$ cat src/rtl/tmr_pkg.sv
package tmr_pkg;
  localparam int unsigned BUS_W = 32;

  // word indices (byte offset / 4)
  localparam int unsigned W_CTRL   = 0;
  localparam int unsigned W_CTRL2  = 1;
  localparam int unsigned W_SLAVE  = 2;
  localparam int unsigned W_IEN    = 3;
  localparam int unsigned W_STAT   = 4;
  localparam int unsigned W_EVGEN  = 5;
  localparam int unsigned W_CHMA   = 6;
  localparam int unsigned W_CHMB   = 7;
  localparam int unsigned W_CHEN   = 8;
  localparam int unsigned W_COUNT  = 9;
  localparam int unsigned W_PRESC  = 10;
  localparam int unsigned W_RELOAD = 11;
  localparam int unsigned W_CMP0   = 13;

  // bit positions
  localparam int unsigned RUN_BIT      = 0;
  localparam int unsigned UPD_BIT      = 0;
  localparam int unsigned CH2_MODE_LSB = 12;
  localparam int unsigned CH2_PRE_BIT  = 11;
  localparam int unsigned CH2_OE_BIT   = 4;

  function automatic logic pwm_mode_ok(input logic [2:0] m);
    return (m[2] | m[1]) & ~m[0];
  endfunction
endpackage

$ cat src/rtl/tmr_rst_sync.sv
module tmr_rst_sync (
  input  logic clk,
  input  logic arst_n,
  output logic rst_n
);
  logic [1:0] sync_q;

  always_ff @(posedge clk or negedge arst_n) begin
    if (!arst_n) sync_q <= 2'b00;
    else         sync_q <= {sync_q[0], 1'b1};
  end

  assign rst_n = sync_q[1];
endmodule

$ cat src/rtl/tmr_prescaler.sv
module tmr_prescaler #(
  parameter int unsigned PSC_W = 16
) (
  input  logic             clk,
  input  logic             rst_n,
  input  logic             en,
  input  logic             clr,
  input  logic [PSC_W-1:0] div,
  output logic             tick
);
  logic [PSC_W-1:0] pcnt_q, pcnt_d;

  always_comb begin
    tick   = en && (pcnt_q >= div);
    pcnt_d = pcnt_q;
    if (clr)     pcnt_d = '0;
    else if (en) pcnt_d = tick ? '0 : pcnt_q + 1'b1;
  end

  always_ff @(posedge clk or negedge rst_n) begin
    if (!rst_n) pcnt_q <= '0;
    else        pcnt_q <= pcnt_d;
  end
endmodule

$ cat src/rtl/tmr_counter.sv
module tmr_counter #(
  parameter int unsigned CNT_W = 16
) (
  input  logic             clk,
  input  logic             rst_n,
  input  logic             tick,
  input  logic             clr,
  input  logic             ld,
  input  logic [CNT_W-1:0] ld_val,
  input  logic [CNT_W-1:0] reload,
  output logic [CNT_W-1:0] cnt,
  output logic             wrap
);
  logic [CNT_W-1:0] cnt_q, cnt_d;
  logic             live, at_top;

  always_comb begin
    live   = (reload != '0);
    at_top = (cnt_q >= reload);
    wrap   = tick && live && at_top && !clr && !ld;
    cnt_d  = cnt_q;
    if (clr)               cnt_d = '0;
    else if (ld)           cnt_d = ld_val;
    else if (tick && live) cnt_d = at_top ? '0 : cnt_q + 1'b1;
  end

  always_ff @(posedge clk or negedge rst_n) begin
    if (!rst_n) cnt_q <= '0;
    else        cnt_q <= cnt_d;
  end

  assign cnt = cnt_q;
endmodule

$ cat src/rtl/tmr_pwm.sv
module tmr_pwm #(
  parameter int unsigned CNT_W = 16
) (
  input  logic             clk,
  input  logic             rst_n,
  input  logic             load,
  input  logic [CNT_W-1:0] cmp_in,
  input  logic [2:0]       mode,
  input  logic             preload,
  input  logic             outen,
  input  logic [CNT_W-1:0] cnt,
  output logic [CNT_W-1:0] shadow,
  output logic             pwm
);
  import tmr_pkg::*;

  logic [CNT_W-1:0] shadow_q, shadow_d;

  always_comb begin
    shadow_d = load ? cmp_in : shadow_q;
    pwm      = pwm_mode_ok(mode) && preload && outen && (cnt >= shadow_q);
  end

  always_ff @(posedge clk or negedge rst_n) begin
    if (!rst_n) shadow_q <= '0;
    else        shadow_q <= shadow_d;
  end

  assign shadow = shadow_q;
endmodule

$ cat src/rtl/tick_timer.sv
module tick_timer #(
  parameter int unsigned CNT_W  = 16,
  parameter int unsigned PSC_W  = 16,
  parameter int unsigned N_CMP  = 4,
  parameter int unsigned ADDR_W = 14
) (
  input  logic              clk,
  input  logic              arst_n,
  input  logic              bus_sel,
  input  logic              bus_wr,
  input  logic [ADDR_W-1:0] bus_addr,
  input  logic [31:0]       bus_wdata,
  output logic [31:0]       bus_rdata,
  output logic              irq,
  output logic              pwm_out
);
  import tmr_pkg::*;

  localparam int unsigned IDX_W  = ADDR_W - 2;
  localparam int unsigned PWM_CH = 1;

  logic             rst_n;
  logic [IDX_W-1:0] word;
  logic             wr_en;
  logic             hit_ctrl, hit_ctrl2, hit_slave, hit_ien, hit_stat;
  logic             hit_chma, hit_chmb, hit_chen, hit_count, hit_presc, hit_reload;
  logic             ug, upd, tick, wrap, pwm_raw;
  logic [CNT_W-1:0] cnt, shadow;
  logic             unused_addr;

  logic [31:0]      ctrl_q, ctrl2_q, slave_q, ien_q, chma_q, chmb_q, chen_q;
  logic [PSC_W-1:0] presc_q;
  logic [CNT_W-1:0] reload_q;
  logic             uif_q, uif_d, irq_q, irq_d;
  logic [CNT_W-1:0] cmp_q [N_CMP];

  tmr_rst_sync u_rst (.clk(clk), .arst_n(arst_n), .rst_n(rst_n));

  assign word        = bus_addr[ADDR_W-1:2];
  assign unused_addr = ^bus_addr[1:0];
  assign wr_en       = bus_sel && bus_wr;

  always_comb begin
    hit_ctrl   = wr_en && (word == IDX_W'(W_CTRL));
    hit_ctrl2  = wr_en && (word == IDX_W'(W_CTRL2));
    hit_slave  = wr_en && (word == IDX_W'(W_SLAVE));
    hit_ien    = wr_en && (word == IDX_W'(W_IEN));
    hit_stat   = wr_en && (word == IDX_W'(W_STAT));
    hit_chma   = wr_en && (word == IDX_W'(W_CHMA));
    hit_chmb   = wr_en && (word == IDX_W'(W_CHMB));
    hit_chen   = wr_en && (word == IDX_W'(W_CHEN));
    hit_count  = wr_en && (word == IDX_W'(W_COUNT));
    hit_presc  = wr_en && (word == IDX_W'(W_PRESC));
    hit_reload = wr_en && (word == IDX_W'(W_RELOAD));
    ug         = wr_en && (word == IDX_W'(W_EVGEN)) && bus_wdata[UPD_BIT];
  end

  tmr_prescaler #(.PSC_W(PSC_W)) u_psc (
    .clk(clk), .rst_n(rst_n), .en(ctrl_q[RUN_BIT]), .clr(ug),
    .div(presc_q), .tick(tick)
  );

  tmr_counter #(.CNT_W(CNT_W)) u_cnt (
    .clk(clk), .rst_n(rst_n), .tick(tick), .clr(ug), .ld(hit_count),
    .ld_val(bus_wdata[CNT_W-1:0]), .reload(reload_q), .cnt(cnt), .wrap(wrap)
  );

  assign upd = wrap || ug;

  tmr_pwm #(.CNT_W(CNT_W)) u_pwm (
    .clk(clk), .rst_n(rst_n), .load(upd), .cmp_in(cmp_q[PWM_CH]),
    .mode(chma_q[CH2_MODE_LSB +: 3]), .preload(chma_q[CH2_PRE_BIT]),
    .outen(chen_q[CH2_OE_BIT]), .cnt(cnt), .shadow(shadow), .pwm(pwm_raw)
  );

  // next state of flag and interrupt
  always_comb begin
    irq_d = upd && ien_q[UPD_BIT] && ctrl_q[RUN_BIT];
    uif_d = uif_q;
    if (upd)           uif_d = 1'b1;
    else if (hit_stat) uif_d = uif_q & bus_wdata[UPD_BIT];
  end

  always_ff @(posedge clk or negedge rst_n) begin
    if (!rst_n) begin
      uif_q <= 1'b0;
      irq_q <= 1'b0;
    end else begin
      uif_q <= uif_d;
      irq_q <= irq_d;
    end
  end

  always_ff @(posedge clk or negedge rst_n) begin
    if (!rst_n) begin
      ctrl_q   <= '0;
      ctrl2_q  <= '0;
      slave_q  <= '0;
      ien_q    <= '0;
      chma_q   <= '0;
      chmb_q   <= '0;
      chen_q   <= '0;
      presc_q  <= '0;
      reload_q <= '0;
    end else begin
      if (hit_ctrl)   ctrl_q   <= bus_wdata;
      if (hit_ctrl2)  ctrl2_q  <= bus_wdata;
      if (hit_slave)  slave_q  <= bus_wdata;
      if (hit_ien)    ien_q    <= bus_wdata;
      if (hit_chma)   chma_q   <= bus_wdata;
      if (hit_chmb)   chmb_q   <= bus_wdata;
      if (hit_chen)   chen_q   <= bus_wdata;
      if (hit_presc)  presc_q  <= bus_wdata[PSC_W-1:0];
      if (hit_reload) reload_q <= bus_wdata[CNT_W-1:0];
    end
  end

  for (genvar g = 0; g < N_CMP; g++) begin : g_cmp
    logic hit;
    assign hit = wr_en && (word == IDX_W'(W_CMP0 + g));
    always_ff @(posedge clk or negedge rst_n) begin
      if (!rst_n)   cmp_q[g] <= '0;
      else if (hit) cmp_q[g] <= bus_wdata[CNT_W-1:0];
    end
  end

  // read mux
  always_comb begin
    bus_rdata = '0;
    if (bus_sel && !bus_wr) begin
      case (word)
        IDX_W'(W_CTRL):   bus_rdata = ctrl_q;
        IDX_W'(W_CTRL2):  bus_rdata = ctrl2_q;
        IDX_W'(W_SLAVE):  bus_rdata = slave_q;
        IDX_W'(W_IEN):    bus_rdata = ien_q;
        IDX_W'(W_STAT):   bus_rdata = BUS_W'(uif_q);
        IDX_W'(W_CHMA):   bus_rdata = chma_q;
        IDX_W'(W_CHMB):   bus_rdata = chmb_q;
        IDX_W'(W_CHEN):   bus_rdata = chen_q;
        IDX_W'(W_COUNT):  bus_rdata = BUS_W'(cnt);
        IDX_W'(W_PRESC):  bus_rdata = BUS_W'(presc_q);
        IDX_W'(W_RELOAD): bus_rdata = BUS_W'(reload_q);
        default:          bus_rdata = '0;
      endcase
      for (int k = 0; k < N_CMP; k++) begin
        if (word == IDX_W'(W_CMP0 + k)) bus_rdata = BUS_W'(cmp_q[k]);
      end
    end
  end

  assign irq     = irq_q;
  assign pwm_out = pwm_raw;
endmodule

$ cat config.mk
export PLATFORM = sky130hd
export DESIGN_NAME = tick_timer
export DESIGN_NICKNAME = d
export VERILOG_FILES = /design/src/rtl/tmr_pkg.sv /design/src/rtl/tmr_rst_sync.sv /design/src/rtl/tmr_prescaler.sv /design/src/rtl/tmr_counter.sv /design/src/rtl/tmr_pwm.sv /design/src/rtl/tick_timer.sv
export SDC_FILE = /design/constraint.sdc
export NUM_CORES = 1
export LEC_CHECK = 0
export ABC_AREA = 0
export BUFFER_PORTS_ARGS = -buffer_cell sky130_fd_sc_hd__buf_2
export CELL_PAD_IN_SITES_DETAIL_PLACEMENT = 0
export CELL_PAD_IN_SITES_GLOBAL_PLACEMENT = 1
export CORE_UTILIZATION = 46
export DETAILED_ROUTE_END_ITERATION = 6
export GPL_TIMING_DRIVEN = 0
export HOLD_SLACK_MARGIN = 0.15
export PLACE_DENSITY_LB_ADDON = 0.1
export REMOVE_ABC_BUFFERS = 1
export SLEW_MARGIN = 0
export SYNTH_ARGS = -nofsm -noshare
export SYNTH_HDL_FRONTEND = slang
export SYNTH_SLANG_ARGS = --single-unit
$ cat constraint.sdc
create_clock -name clk -period 10.4 [get_ports clk]
set_clock_uncertainty 0.1 [all_clocks]
set_input_delay 1.04 -clock clk [delete_from_list [all_inputs] [get_ports clk]]
set_output_delay 1.04 -clock clk [all_outputs]
set_load 0.005 [all_outputs]
==> summary.log <==
[setup_path] Reg2Reg Depth 8
[routing] Routed Wire Length 53560 um
[cells_and_area] area taken by flip-flops and latches 9313 um2
[cells_and_area] Post-Route Utilization 53.72%
[setup_path] CP max FO 16
[yosys] Async SR Flop Fraction 100.0%
[grt] sum of overflow across all layers after global routing 0
[placed_design] number of input and output port buffers inserted 81
[worst_hold_path] Cells on Worst Hold Path 0
[setup_path] Setup Crit Path Kind in2out
[cells_and_area] Design Area, Final 20810 um2
[yosys] largest area contributor in the synthesized netlist sky130_fd_sc_hd__dfrtp_1
[sta] final setup fails 0
[grt] initial antenna violation count 0
[cells_and_area] combined area of the multi-input logic cells 8184 um2
[clock_network] number of buffers created by CTS 43
[setup_path] critical path required time 9.26 ns
[die] Total Die Area 40110 um2
[power] maximum ir drop on the vdd rail 0.0001310 V
[cells_and_area] fraction of layout instances using a drive strength above 1 33.35%
[sta] headroom to the max-slew limit 6.239%
[routing] 1st-iter DRT viols 821
[yosys] synth top area cells sky130_fd_sc_hd__dfrtp_1 51%, sky130_fd_sc_hd__mux2_2 18%, sky130_fd_sc_hd__a22oi_1 3.7%
[die] area of the core 38740 um2
[yosys] Post-synth EDFFs 0
[grt] via count of the first global-routing pass 13000
[clock_network] Skew-Pair Late Insertion Delay 0.59 ns
[routing] vias after detailed routing 12980
[routing] drt drc 0
[power] static leakage 0.009946 uW
[clock_network] CTS tree done
[setup_path] Crit path largest cell delay 1.11 ns
[setup_path] endpoint kind of the worst setup timing path output port
[setup_path] arrival time of data at the critical path endpoint 4.42 ns
[worst_hold_path] worst hold-check path type reg2reg
[routing] vias per std cell 6.069
[grt] first-pass GRT wire length 82060 um
[clock_network] Root Buffer sky130_fd_sc_hd__clkbuf_16
[setup_path] critical-path cell with the highest stage delay sky130_fd_sc_hd__nor3_2
[yosys] synthesized area 18080 um2
[placed_design] final weighted congestion in routability-driven placement 0.8517
[cells_and_area] final net count 1688
[routing] Routed wire per std cell 25.05 um
[die] Chip Width 200.3 um
[sta] highest clock frequency the design can meet 0.1800 GHz
[sta] number of hold violations in the final report 0
[yosys] Cell variety after synth 67
[cells_and_area] Area Overhead vs Synth 15.07%
[die] Vert. Die Dim 200.3 um
[yosys] total of warnings raised by yosys 0
[yosys] post-synth top area share 51.48%
[clock_network] H-tree depth reported by CTS 2
[setup_path] Worst Setup Start Kind input port
[power] Final Total Pwr 3083 uW
[placed_design] number of instances in the placed design 2059
[clock_network] clock sink total 372
[sta] pins over their slew limit 0
[cells_and_area] Fill cells 3403
[routing] number of search-and-repair iterations in the first detailed-routing pass 5
[yosys] portion of the post-synthesis area used by sequential elements 51.48%
[job] max-cap viol count 0
[clock_network] number of instances resized during post-cts repair 0
[grt] GR Util All Layers 26.88%
[setup_path] most numerous cell on the critical path sky130_fd_sc_hd__buf_2
[sta] final worst path period share 53.43%
[clock_network] Clk pin slew, worst setup/hold paths 0.06 ns
[grt] largest net degree at the start of global routing 72
[status] result of the run complete, no violations
[placed_design] Post-Place Cell Area 19420 um2
[yosys] Post-synth top flop sky130_fd_sc_hd__dfrtp_1
[die] count of pins on the block boundary 84
[placed_design] Final HPWL DP 36980 um
[sta] RSZ-0062 raised after global routing no
[routing] remaining number of nets flagged by the antenna check after routing 0
[yosys] average instance area after synthesis 11.90 um2
[sta] min cycle time layout 5.556 ns
[die] Site Rows 72
[die] effective utilization at floorplan 46.68%
[cells_and_area] Final Non-Filler Cells 2138
[sta] slew at the pin closest to its max-slew limit 1.406 ns
[sta] Hold Worst Slack 0.2607 ns
[yosys] number of synthesized register bits 372
[clock_network] CTS max path bufs 3
[yosys] Cells after Synth 1520
[power] power density cells 148.2 nW/um2
[setup_path] critical-path cell list buf_2, or4_4, or3_4, nor3_2, a22o_1, a221oi_1, and4_1, o22ai_1, buf_2
## metrics by stage
step / setup TNS (ns) / setup slack [ns]
finish: 0 / 4.844
global route: 0 / 4.649
CTS: 0 / 3.983
detailed placement: 0 / 4.012
global placement: -2030.95 / -5.407
floorplan: -309.18 / -0.8356
## layer usage
layer	share of wire, %	GRT usage [%]
met1	45	37.25
met2	48	43.87
met3	4.9	3.433
met4	2.7	8.588
met5	0	0
## power breakdown
part           total (uW)  switching, uW  leakage [uW]  internal (uW)
sequential           1490           23.8       0.00500           1460
combinational         123           86.3       0.00427           36.6
clock                1470            617      0.000676            855
total                3080            727       0.00995           2360
## Yosys cell counts, types with 4 or more instances
cell                         n
sky130_fd_sc_hd__nor3_1     19
sky130_fd_sc_hd__clkbuf_1   71
sky130_fd_sc_hd__a211oi_1    7
sky130_fd_sc_hd__nand2b_1    6
sky130_fd_sc_hd__o22ai_1    10
sky130_fd_sc_hd__nand4_1     9
sky130_fd_sc_hd__buf_2      27
sky130_fd_sc_hd__a22oi_1    89
sky130_fd_sc_hd__o221ai_1    4
sky130_fd_sc_hd__a32oi_1     6
sky130_fd_sc_hd__mux2_2    287
sky130_fd_sc_hd__a222oi_1   25
sky130_fd_sc_hd__nor2b_1     8
sky130_fd_sc_hd__a21o_1      6
sky130_fd_sc_hd__ha_1       50
sky130_fd_sc_hd__a221oi_1   13
sky130_fd_sc_hd__a21oi_1    27
sky130_fd_sc_hd__a31oi_1    22
sky130_fd_sc_hd__buf_6       4
sky130_fd_sc_hd__and4_1      8
sky130_fd_sc_hd__buf_1       6
sky130_fd_sc_hd__o211ai_1   14
sky130_fd_sc_hd__nor4_1      9
sky130_fd_sc_hd__o21ai_1     9
sky130_fd_sc_hd__inv_1      50
sky130_fd_sc_hd__a22o_1     10
sky130_fd_sc_hd__o31ai_1     4
sky130_fd_sc_hd__nor3b_1     6
sky130_fd_sc_hd__nand3_1    34
sky130_fd_sc_hd__o21ai_0    82
sky130_fd_sc_hd__and3_1     22
sky130_fd_sc_hd__nor2_1     28
sky130_fd_sc_hd__dfrtp_1   372
sky130_fd_sc_hd__nand2_1   103
sky130_fd_sc_hd__nor3_2      5
sky130_fd_sc_hd__mux2_4     18
## layout make-up
class	count	area share, %
clock buffer	68	6.199
clock inverter	8	0.3728
antenna	1	0.01203
inverter	50	0.9019
sequential	372	44.75
multi-input combinational	987	39.33
tap	518	3.115
timing repair buffer	134	5.315
## sequential cells by signal, indices dropped and copies added, names as in the netlist, 32 cells and up
| signal | cells |
|---|---|
| chma_q | 32 |
| slave_q | 32 |
| ctrl2_q | 32 |
| cmp_q | 64 |
| chen_q | 32 |
| chmb_q | 32 |
| ien_q | 32 |
| ctrl_q | 32 |
## critical path, delay by kind of cell
| family | cells | cell delay [ns] |
|---|---|---|
| AOI/OAI and AO/OA | 3 | 0.56 |
| and+or+nand+nor | 4 | 2.52 |
| buffers and inverters | 2 | 0.29 |
## repair_timing
action / CTS / global route
setup buffers: 0 / 0
hold endpoints to repair: 2 / 0
hold buffers: 1 / 0
## kinds of logic after synthesis
family	count (synthesis)	synth area share, %
adders and majority gates	50	3.459
xor gates and xnor gates	2	0.09688
other	1	0.02074
AOI/OAI and AO/OA	347	13.41
and+or+nand+nor	279	8.157
DFF	372	51.48
muxes	308	19.55
buffers and inverters	161	3.826
## path summary, 6_finish.rpt
kind                            startpoint         endpoint  slack (ns)
max                           bus_addr[11]     bus_rdata[5]        4.84
min                        u_rst.sync_q[0]  u_rst.sync_q[1]        0.26
max reg2reg                   u_cnt.cnt[9]  u_pwm.shadow[4]        6.56
min reg2reg                u_rst.sync_q[0]  u_rst.sync_q[1]        0.26
max in group asynchronous  u_rst.sync_q[1]              irq        8.64
min in group asynchronous  u_rst.sync_q[1]       ctrl_q[18]        0.36
## layout by cell type, fill, tap and decap left out, types with 13 or more instances in the layout
master	synthesis	final
sky130_fd_sc_hd__clkbuf_16	0	43
sky130_fd_sc_hd__a31oi_1	22	22
sky130_fd_sc_hd__a22oi_1	89	89
sky130_fd_sc_hd__inv_1	50	50
sky130_fd_sc_hd__o21ai_0	82	82
sky130_fd_sc_hd__ha_1	50	50
sky130_fd_sc_hd__a21oi_1	27	27
sky130_fd_sc_hd__mux2_2	287	287
sky130_fd_sc_hd__clkbuf_1	71	13
sky130_fd_sc_hd__o211ai_1	14	14
sky130_fd_sc_hd__nand2_1	103	103
sky130_fd_sc_hd__buf_2	27	81
sky130_fd_sc_hd__a222oi_1	25	25
sky130_fd_sc_hd__buf_4	2	21
sky130_fd_sc_hd__dfrtp_1	372	371
sky130_fd_sc_hd__and3_1	22	17
sky130_fd_sc_hd__nor3_1	19	16
sky130_fd_sc_hd__a221oi_1	13	13
sky130_fd_sc_hd__nor2_1	28	24
sky130_fd_sc_hd__nand3_1	34	33
sky130_fd_sc_hd__mux2_4	18	18
(Power assumes the default switching activity.)
